==> src/rtl/vfs_pkg.sv <==
// Shared definitions for the scanline fetcher.
// Assumes: nothing beyond standard SystemVerilog.
package vfs_pkg;
    typedef enum logic {
        DEPTH_1BPP = 1'b0,
        DEPTH_2BPP = 1'b1
    } depth_e;
endpackage

==> src/rtl/vfs_htimer.sv <==
// Horizontal position counter and region decode.
// Assumes: every region length and the line length are multiples of SLOT_CLKS,
// and LBORD_CLKS >= PRE_SLOTS*SLOT_CLKS.
module vfs_htimer #(
    parameter int SYNC_CLKS  = 144,
    parameter int LBORD_CLKS = 64,
    parameter int ACT_CLKS   = 640,
    parameter int RBORD_CLKS = 64,
    parameter int SLOT_CLKS  = 8,
    parameter int PRE_SLOTS  = 2
) (
    input  logic clk,
    input  logic rst_n,
    input  logic pix_en,
    output logic line_start,
    output logic in_sync,
    output logic in_act,
    output logic in_win,
    output logic cpu_phase,
    output logic vid_phase,
    output logic hsync_n,
    output logic disp_act,
    output logic disp_border
);
    localparam int LINE    = SYNC_CLKS + LBORD_CLKS + ACT_CLKS + RBORD_CLKS;
    localparam int HW      = $clog2(LINE);
    localparam int SLG     = $clog2(SLOT_CLKS);
    localparam int ACT_BEG = SYNC_CLKS + LBORD_CLKS;
    localparam int ACT_END = ACT_BEG + ACT_CLKS;
    localparam int WIN_BEG = ACT_BEG - PRE_SLOTS * SLOT_CLKS;
    localparam logic [HW-1:0]  H_LAST  = HW'(LINE - 1);
    localparam logic [HW-1:0]  H_SYNC  = HW'(SYNC_CLKS);
    localparam logic [HW-1:0]  H_ABEG  = HW'(ACT_BEG);
    localparam logic [HW-1:0]  H_AEND  = HW'(ACT_END);
    localparam logic [HW-1:0]  H_WBEG  = HW'(WIN_BEG);
    localparam logic [SLG-1:0] PH_VID  = SLG'(SLOT_CLKS / 2);

    logic [HW-1:0] hpos;

    // Advance the line position once per enabled pixel clock.
    always_ff @(posedge clk) begin
        if (!rst_n)
            hpos <= '0;
        else if (pix_en)
            hpos <= (hpos == H_LAST) ? '0 : hpos + HW'(1);
    end

    // Region and slot-phase decode of the current position.
    always_comb begin
        line_start = (hpos == '0);
        in_sync    = (hpos < H_SYNC);
        in_act     = (hpos >= H_ABEG) && (hpos < H_AEND);
        in_win     = (hpos >= H_WBEG) && (hpos < H_AEND);
        cpu_phase  = (hpos[SLG-1:0] == '0);
        vid_phase  = (hpos[SLG-1:0] == PH_VID);
    end

    // Register the region flags so they leave with the pixel of the same position.
    always_ff @(posedge clk) begin
        if (!rst_n) begin
            hsync_n     <= 1'b1;
            disp_act    <= 1'b0;
            disp_border <= 1'b0;
        end else if (pix_en) begin
            hsync_n     <= !in_sync;
            disp_act    <= in_act;
            disp_border <= !in_sync && !in_act;
        end
    end

    a_r2_regions_exclusive: assert property (@(posedge clk) disable iff (!rst_n)
        $onehot0({!hsync_n, disp_act, disp_border}));
    a_r1_sync_begins: assert property (@(posedge clk) disable iff (!rst_n)
        (pix_en && line_start) |=> !hsync_n);
    a_r1_sync_ends: assert property (@(posedge clk) disable iff (!rst_n)
        (pix_en && hpos == H_SYNC) |=> hsync_n);
    a_r11_hold_still: assert property (@(posedge clk) disable iff (!rst_n)
        !pix_en |=> $stable(hpos));
endmodule

==> src/rtl/vfs_slotarb.sv <==
// Splits each memory slot into a CPU half and a video half, and tracks the video address.
// Assumes: the phase strobes come from the line timer, and room comes from the serializer.
module vfs_slotarb #(
    parameter int AW = 16
) (
    input  logic          clk,
    input  logic          rst_n,
    input  logic          pix_en,
    input  logic          line_start,
    input  logic          cpu_phase,
    input  logic          vid_phase,
    input  logic          in_win,
    input  logic          room,
    input  logic [AW-1:0] start_addr,
    input  logic          cpu_req,
    input  logic [AW-1:0] cpu_addr,
    output logic          cpu_gnt,
    output logic          vid_go,
    output logic          mem_req,
    output logic [AW-1:0] mem_addr
);
    logic [AW-1:0] vaddr;

    // Decide the owner of this half-slot: video first in its own half, CPU otherwise.
    always_comb begin
        vid_go   = pix_en && vid_phase && in_win && room;
        cpu_gnt  = pix_en && cpu_req && (cpu_phase || (vid_phase && !vid_go));
        mem_req  = vid_go || cpu_gnt;
        mem_addr = vid_go ? vaddr : cpu_addr;
    end

    // Load the line's start address, then step one word per video fetch.
    always_ff @(posedge clk) begin
        if (!rst_n)
            vaddr <= '0;
        else if (pix_en && line_start)
            vaddr <= start_addr;
        else if (vid_go)
            vaddr <= vaddr + AW'(1);
    end

    a_r9_single_owner: assert property (@(posedge clk) disable iff (!rst_n)
        !(vid_go && cpu_gnt));
    a_r7_addr_step: assert property (@(posedge clk) disable iff (!rst_n)
        (vid_go && !line_start) |=> (vaddr == $past(vaddr) + AW'(1)));
    a_r11_quiet: assert property (@(posedge clk) disable iff (!rst_n)
        !pix_en |-> !mem_req);
endmodule

==> src/rtl/vfs_shifter.sv <==
// Holding register plus pixel shift register; emits a palette index per enabled clock.
// Assumes: read data arrives at the enabled clock after the request, and at most
// one video request is outstanding.
module vfs_shifter #(
    parameter int DW = 16
) (
    input  logic          clk,
    input  logic          rst_n,
    input  logic          pix_en,
    input  logic          line_start,
    input  logic          in_act,
    input  logic          depth_sel,
    input  logic [1:0]    border_idx,
    input  logic          vid_go,
    input  logic [DW-1:0] mem_rdata,
    output logic          room,
    output logic [1:0]    pix_idx
);
    import vfs_pkg::*;
    localparam int RW = $clog2(DW + 1);
    localparam logic [RW-1:0] PPW_1 = RW'(DW);
    localparam logic [RW-1:0] PPW_2 = RW'(DW / 2);

    depth_e        mode_q;
    logic [DW-1:0] sh, sh_n, hold, hold_n;
    logic [RW-1:0] rem, rem_n, ppw;
    logic          hold_v, hold_v_n, pend, take_hold;
    logic [1:0]    top;

    // Next state of shifter and holding register: consume first, then place arriving data.
    always_comb begin
        ppw       = (mode_q == DEPTH_2BPP) ? PPW_2 : PPW_1;
        top       = (mode_q == DEPTH_2BPP) ? sh[DW-1:DW-2] : {1'b0, sh[DW-1]};
        take_hold = in_act && (rem == RW'(1));
        sh_n      = sh;
        rem_n     = rem;
        hold_n    = hold;
        hold_v_n  = hold_v;
        if (take_hold) begin
            sh_n     = hold;
            rem_n    = ppw;
            hold_v_n = 1'b0;
        end else if (in_act) begin
            sh_n  = (mode_q == DEPTH_2BPP) ? (sh << 2) : (sh << 1);
            rem_n = rem - RW'(1);
        end
        if (pend) begin
            if (rem_n == '0) begin
                sh_n  = mem_rdata;
                rem_n = ppw;
            end else begin
                hold_n   = mem_rdata;
                hold_v_n = 1'b1;
            end
        end
        room = (rem == '0) || !hold_v;
    end

    // Update storage on each enabled clock; clear it and latch the depth at line start.
    always_ff @(posedge clk) begin
        if (!rst_n) begin
            mode_q <= DEPTH_1BPP;
            sh     <= '0;
            hold   <= '0;
            rem    <= '0;
            hold_v <= 1'b0;
            pend   <= 1'b0;
        end else if (pix_en) begin
            pend <= vid_go;
            if (line_start) begin
                mode_q <= depth_e'(depth_sel);
                rem    <= '0;
                hold_v <= 1'b0;
            end else begin
                sh     <= sh_n;
                hold   <= hold_n;
                rem    <= rem_n;
                hold_v <= hold_v_n;
            end
        end
    end

    // Drive the palette index: shifted data in the active region, border colour elsewhere.
    always_ff @(posedge clk) begin
        if (!rst_n)
            pix_idx <= '0;
        else if (pix_en)
            pix_idx <= in_act ? top : border_idx;
    end

    a_r10_no_underrun: assert property (@(posedge clk) disable iff (!rst_n)
        (pix_en && in_act) |-> (rem != '0));
    a_r10_hold_ready: assert property (@(posedge clk) disable iff (!rst_n)
        (pix_en && take_hold) |-> hold_v);
    a_r10_no_overwrite: assert property (@(posedge clk) disable iff (!rst_n)
        (pix_en && pend && !line_start && (rem_n != '0)) |-> (!hold_v || take_hold));
endmodule

==> src/rtl/vidline_fetch.sv <==
// Top level: line timer, slot arbiter and pixel serializer for one scanline.
// Assumes: mem_rdata holds a video word from the enabled clock after its request
// until the next enabled clock.
module vidline_fetch #(
    parameter int SYNC_CLKS  = 144,
    parameter int LBORD_CLKS = 64,
    parameter int ACT_CLKS   = 640,
    parameter int RBORD_CLKS = 64,
    parameter int SLOT_CLKS  = 8,
    parameter int PRE_SLOTS  = 2,
    parameter int AW         = 16
) (
    input  logic          clk,
    input  logic          rst_n,
    input  logic          pix_en,
    input  logic          depth_sel,
    input  logic [AW-1:0] start_addr,
    input  logic [1:0]    border_idx,
    input  logic          cpu_req,
    input  logic [AW-1:0] cpu_addr,
    output logic          cpu_gnt,
    output logic          mem_req,
    output logic          mem_vid,
    output logic [AW-1:0] mem_addr,
    input  logic [15:0]   mem_rdata,
    output logic          hsync_n,
    output logic          disp_act,
    output logic          disp_border,
    output logic [1:0]    pix_idx
);
    localparam int DW = 16;

    logic line_start, in_sync, in_act, in_win, cpu_phase, vid_phase, room, vid_go;

    vfs_htimer #(
        .SYNC_CLKS(SYNC_CLKS), .LBORD_CLKS(LBORD_CLKS), .ACT_CLKS(ACT_CLKS),
        .RBORD_CLKS(RBORD_CLKS), .SLOT_CLKS(SLOT_CLKS), .PRE_SLOTS(PRE_SLOTS)
    ) u_timer (
        .clk(clk), .rst_n(rst_n), .pix_en(pix_en),
        .line_start(line_start), .in_sync(in_sync), .in_act(in_act), .in_win(in_win),
        .cpu_phase(cpu_phase), .vid_phase(vid_phase),
        .hsync_n(hsync_n), .disp_act(disp_act), .disp_border(disp_border)
    );

    vfs_slotarb #(.AW(AW)) u_arb (
        .clk(clk), .rst_n(rst_n), .pix_en(pix_en), .line_start(line_start),
        .cpu_phase(cpu_phase), .vid_phase(vid_phase), .in_win(in_win), .room(room),
        .start_addr(start_addr), .cpu_req(cpu_req), .cpu_addr(cpu_addr),
        .cpu_gnt(cpu_gnt), .vid_go(vid_go), .mem_req(mem_req), .mem_addr(mem_addr)
    );

    vfs_shifter #(.DW(DW)) u_ser (
        .clk(clk), .rst_n(rst_n), .pix_en(pix_en), .line_start(line_start),
        .in_act(in_act), .depth_sel(depth_sel), .border_idx(border_idx),
        .vid_go(vid_go), .mem_rdata(mem_rdata), .room(room), .pix_idx(pix_idx)
    );

    // Expose video ownership of the current access.
    always_comb mem_vid = vid_go;

    a_r9_no_fetch_in_sync: assert property (@(posedge clk) disable iff (!rst_n)
        mem_vid |-> !in_sync);
    a_r8_cpu_half_plain: assert property (@(posedge clk) disable iff (!rst_n)
        (pix_en && cpu_phase) |-> (cpu_gnt == cpu_req) && !mem_vid);
endmodule

==> config.mk <==
export PLATFORM = sky130hd
export DESIGN_NAME = vidline_fetch
export DESIGN_NICKNAME = d
export VERILOG_FILES = /design/src/rtl/vfs_pkg.sv /design/src/rtl/vfs_htimer.sv /design/src/rtl/vfs_slotarb.sv /design/src/rtl/vfs_shifter.sv /design/src/rtl/vidline_fetch.sv
export SDC_FILE = /design/constraint.sdc
export NUM_CORES = 1
export LEC_CHECK = 0
export BUFFER_PORTS_ARGS = -buffer_cell sky130_fd_sc_hd__buf_2
export CAP_MARGIN = 20
export CORE_UTILIZATION = 35
export CTS_CLUSTER_DIAMETER = 200
export CTS_CLUSTER_SIZE = 28
export DETAILED_ROUTE_END_ITERATION = 8
export PLACE_DENSITY = 0.54
export SLEW_MARGIN = 10
export SYNTH_ARGS = -nofsm -noshare
export SYNTH_HDL_FRONTEND = slang
export SYNTH_HIERARCHICAL = 1
export SYNTH_SLANG_ARGS = --single-unit
==> constraint.sdc <==
create_clock -name clk -period 3.6 [get_ports clk]
set_clock_uncertainty 0.05 [all_clocks]
set_input_delay 0.72 -clock clk [delete_from_list [all_inputs] [get_ports clk]]
set_output_delay 0.72 -clock clk [all_outputs]
set_load 0.03 [all_outputs]
==> summary.txt <==
Placer Congestion -> 0.836
Cell-internal power -> 1.44 mW
Clk network pwr share -> 0.443
CTS tree -> done
Setup repair bufs after CTS -> 0
Final period util -> 0.896
DRC errors left -> 0
Worst-Skew Late Latency -> 0.33 ns
Cts bufs inserted -> 9
Placed Instance Area -> 4880 sq um
Fin crit period -> 3.23 ns
Core box area -> 12,100 sq um
Drt wl/cell -> 13.8 um
Hold_buf cts -> 0
Synth warn -> 6
Critical Path Fanout Max -> 32
Clock Sink Count -> 71
Fmax -> 310 MHz
Initial Util -> 0.359
Cells after DPL -> 763
Gate power share -> 0.123
Slew HR -> 0.372
Required time worst endpoint -> 2.83 ns
Drt initial violations -> 323
Worst path arrival time -> 2.46 ns
Vias -> 4,003
Largest net degree at the start of global routing -> 39
Syn Area/Cell -> 8.01 sq um
CP startpoint kind -> flip-flop
IO Port Bufs -> 78
Reg power frac -> 0.434
Status -> complete, no violations
Via count of the first global-routing pass -> 3,766
Power after layout -> 1.94 mW
H-tree levels -> 3
Initial antenna violation count -> 0
Maximum vdd drop -> 0.212 mV
Worst R2R End -> u_ser/hold[9]
Least-Margin Pin Slew -> 0.942 ns
RSZ-0062 raised after global routing -> no
Clock Tree Buf Depth -> 2
DR pass1 iterations -> 5
FF/Latch Area -> 1420 sq um
IO Pins -> 79
Gr ovfl total -> 0
Final Util -> 0.427
HPWL Detailed -> 7.46 mm
Worst setup EP type -> output pin
Maxcap violations -> 0
Final Max Tran Viols -> 0
Post-route cell area -> 5160 sq um
Clock transition at path regs -> 0.06 ns
Final hold vios -> 0
Switch share -> 0.259
Inserted Diodes -> 0
Vias per cell -> 5.15
Drt total wl -> 10.8 mm
Total track usage -> 0.177
Setup-failing EPs final -> 0
Leak Pwr -> 2.09 nW
First-pass GRT wire length -> 18.3 mm
Power per cell area -> 376 nW/um^2
CTS Root Buffer Type -> clkbuf_16
Final Non-Filler Cells -> 778
Reg2Reg Depth -> 7
Filler cells -> 1,224
Nets -> 667
Hold Path Class -> flip-flop to flip-flop
Hold Path Sink -> u_ser/hold[11]
Worst Hold Depth -> 2
Multi-input gate area -> 2710 sq um
P&R area growth vs syn -> 19.0%
R2R Setup Slk -> 0.63 ns
Total die area -> 12,800 sq um
Share of post-route cells with drive strength above 1 -> 0.197
Worst Hold Launch -> u_ser/hold[11]
Post-cts gate resize count -> 0
Syn nets -> 602
DIE HEIGHT -> 113 um
Synthesized cell area -> 4330 sq um
Crit Path Category -> flip-flop to output pin
Setup TNS -> 0 ns
Worst R2R Start -> u_timer/hpos[5]
Die W -> 113 um
Cell row count -> 40
Synthesized instance count -> 541
Final ANT Viol Nets -> 0
NetSw -> 0.502 mW
-- final cells by class --
class,instances,area share
tap,168,0.0408
sequential,71,0.276
clock buffer,11,0.0451
inverter,17,0.0124
clock inverter,4,0.00922
multi-input combinational,418,0.525
timing repair buffer,89,0.0917
-- state kept, by name, indices dropped and copies added (netlist names) --
| signal | cells |
|---|---|
| u_ser/pix_idx | 2 |
| u_ser/rem | 5 |
| u_timer/hsync_n | 1 |
| u_ser/sh | 16 |
| u_ser/pend | 1 |
| u_ser/hold | 16 |
| u_timer/hpos | 10 |
| u_ser/hold_v | 1 |
| u_timer/disp_border | 1 |
| u_arb/vaddr | 16 |
| u_ser/mode_q | 1 |
| u_timer/disp_act | 1 |
-- power groups by stage --
stage	clock, mW	sequential, mW	combinational, mW
2_1_floorplan	0	0.856	0.151
3_3_place_gp	0	0.858	0.238
3_5_place_dp	0	0.858	0.240
4_1_cts	0.885	0.841	0.241
5_1_grt	0.917	0.846	0.265
6_report	0.858	0.841	0.239
-- cells in the final DEF (no fill, tap or decap), types with 3 or more instances in the layout --
cell       instances
buf_2             78
o21a_1             3
nand2b_1           3
or3_1             18
mux2i_1           48
xnor2_1           18
buf_4             11
nor2_1            32
and3_1             6
o22ai_1            6
a32o_1            15
a21oi_1           37
o21ai_0           30
inv_1             15
dfxtp_1           71
clkbuf_16          9
nor3_1            10
nor2b_1            8
and2_1             6
xor2_1             4
nor4_1             5
nand4_1            6
a211oi_1           3
ha_1               6
a31oi_1            3
nand3_1           15
nand2_1           94
-- metal layers --
metal | up-vias | track usage | share of wire
met4 | 0 | 0.0456 | 0.0090
li1 | 2070 | - | -
met3 | 7 | 0.0391 | 0.036
met5 | - | 0 | 0
met1 | 1865 | 0.232 | 0.50
met2 | 61 | 0.292 | 0.46
-- worst max path at each step --
| stage | start | endpoint | depth (start not counted) | slack [ns] |
|---|---|---|---|---|
| 3_3_place_gp | u_ser/rem[0] | mem_addr[5] | 10 | 0.76 |
| 6_report | u_ser/rem[0] | mem_addr[1] | 10 | 0.37 |
| 5_1_grt | u_ser/rem[0] | mem_addr[10] | 10 | 0.16 |
| 4_1_cts | u_ser/rem[0] | mem_addr[13] | 10 | 0.35 |
| 3_5_place_dp | u_timer/hpos[7] | u_ser/hold[9] | 6 | 0.62 |
| 2_1_floorplan | u_ser/rem[0] | mem_addr[11] | 8 | 0.57 |
-- critical path: stages, from the launching register on --
cell,delay (ns)
dfxtp_1,0.35
inv_1,0.11
ha_1,0.15
inv_1,0.03
o41ai_1,0.41
nand4_2,0.14
buf_4,0.25
inv_2,0.31
nand2_1,0.10
nand2_1,0.07
buf_2,0.19
-- metrics by stage --
stage,setup WS [ns],hold slack (ns)
after floorplan,0.573,0.384
after global placement,0.759,0.393
after detailed placement,0.618,0.402
after CTS,0.351,0.410
after global routing,0.165,0.428
final,0.373,0.408
(Power assumes the default switching activity.)
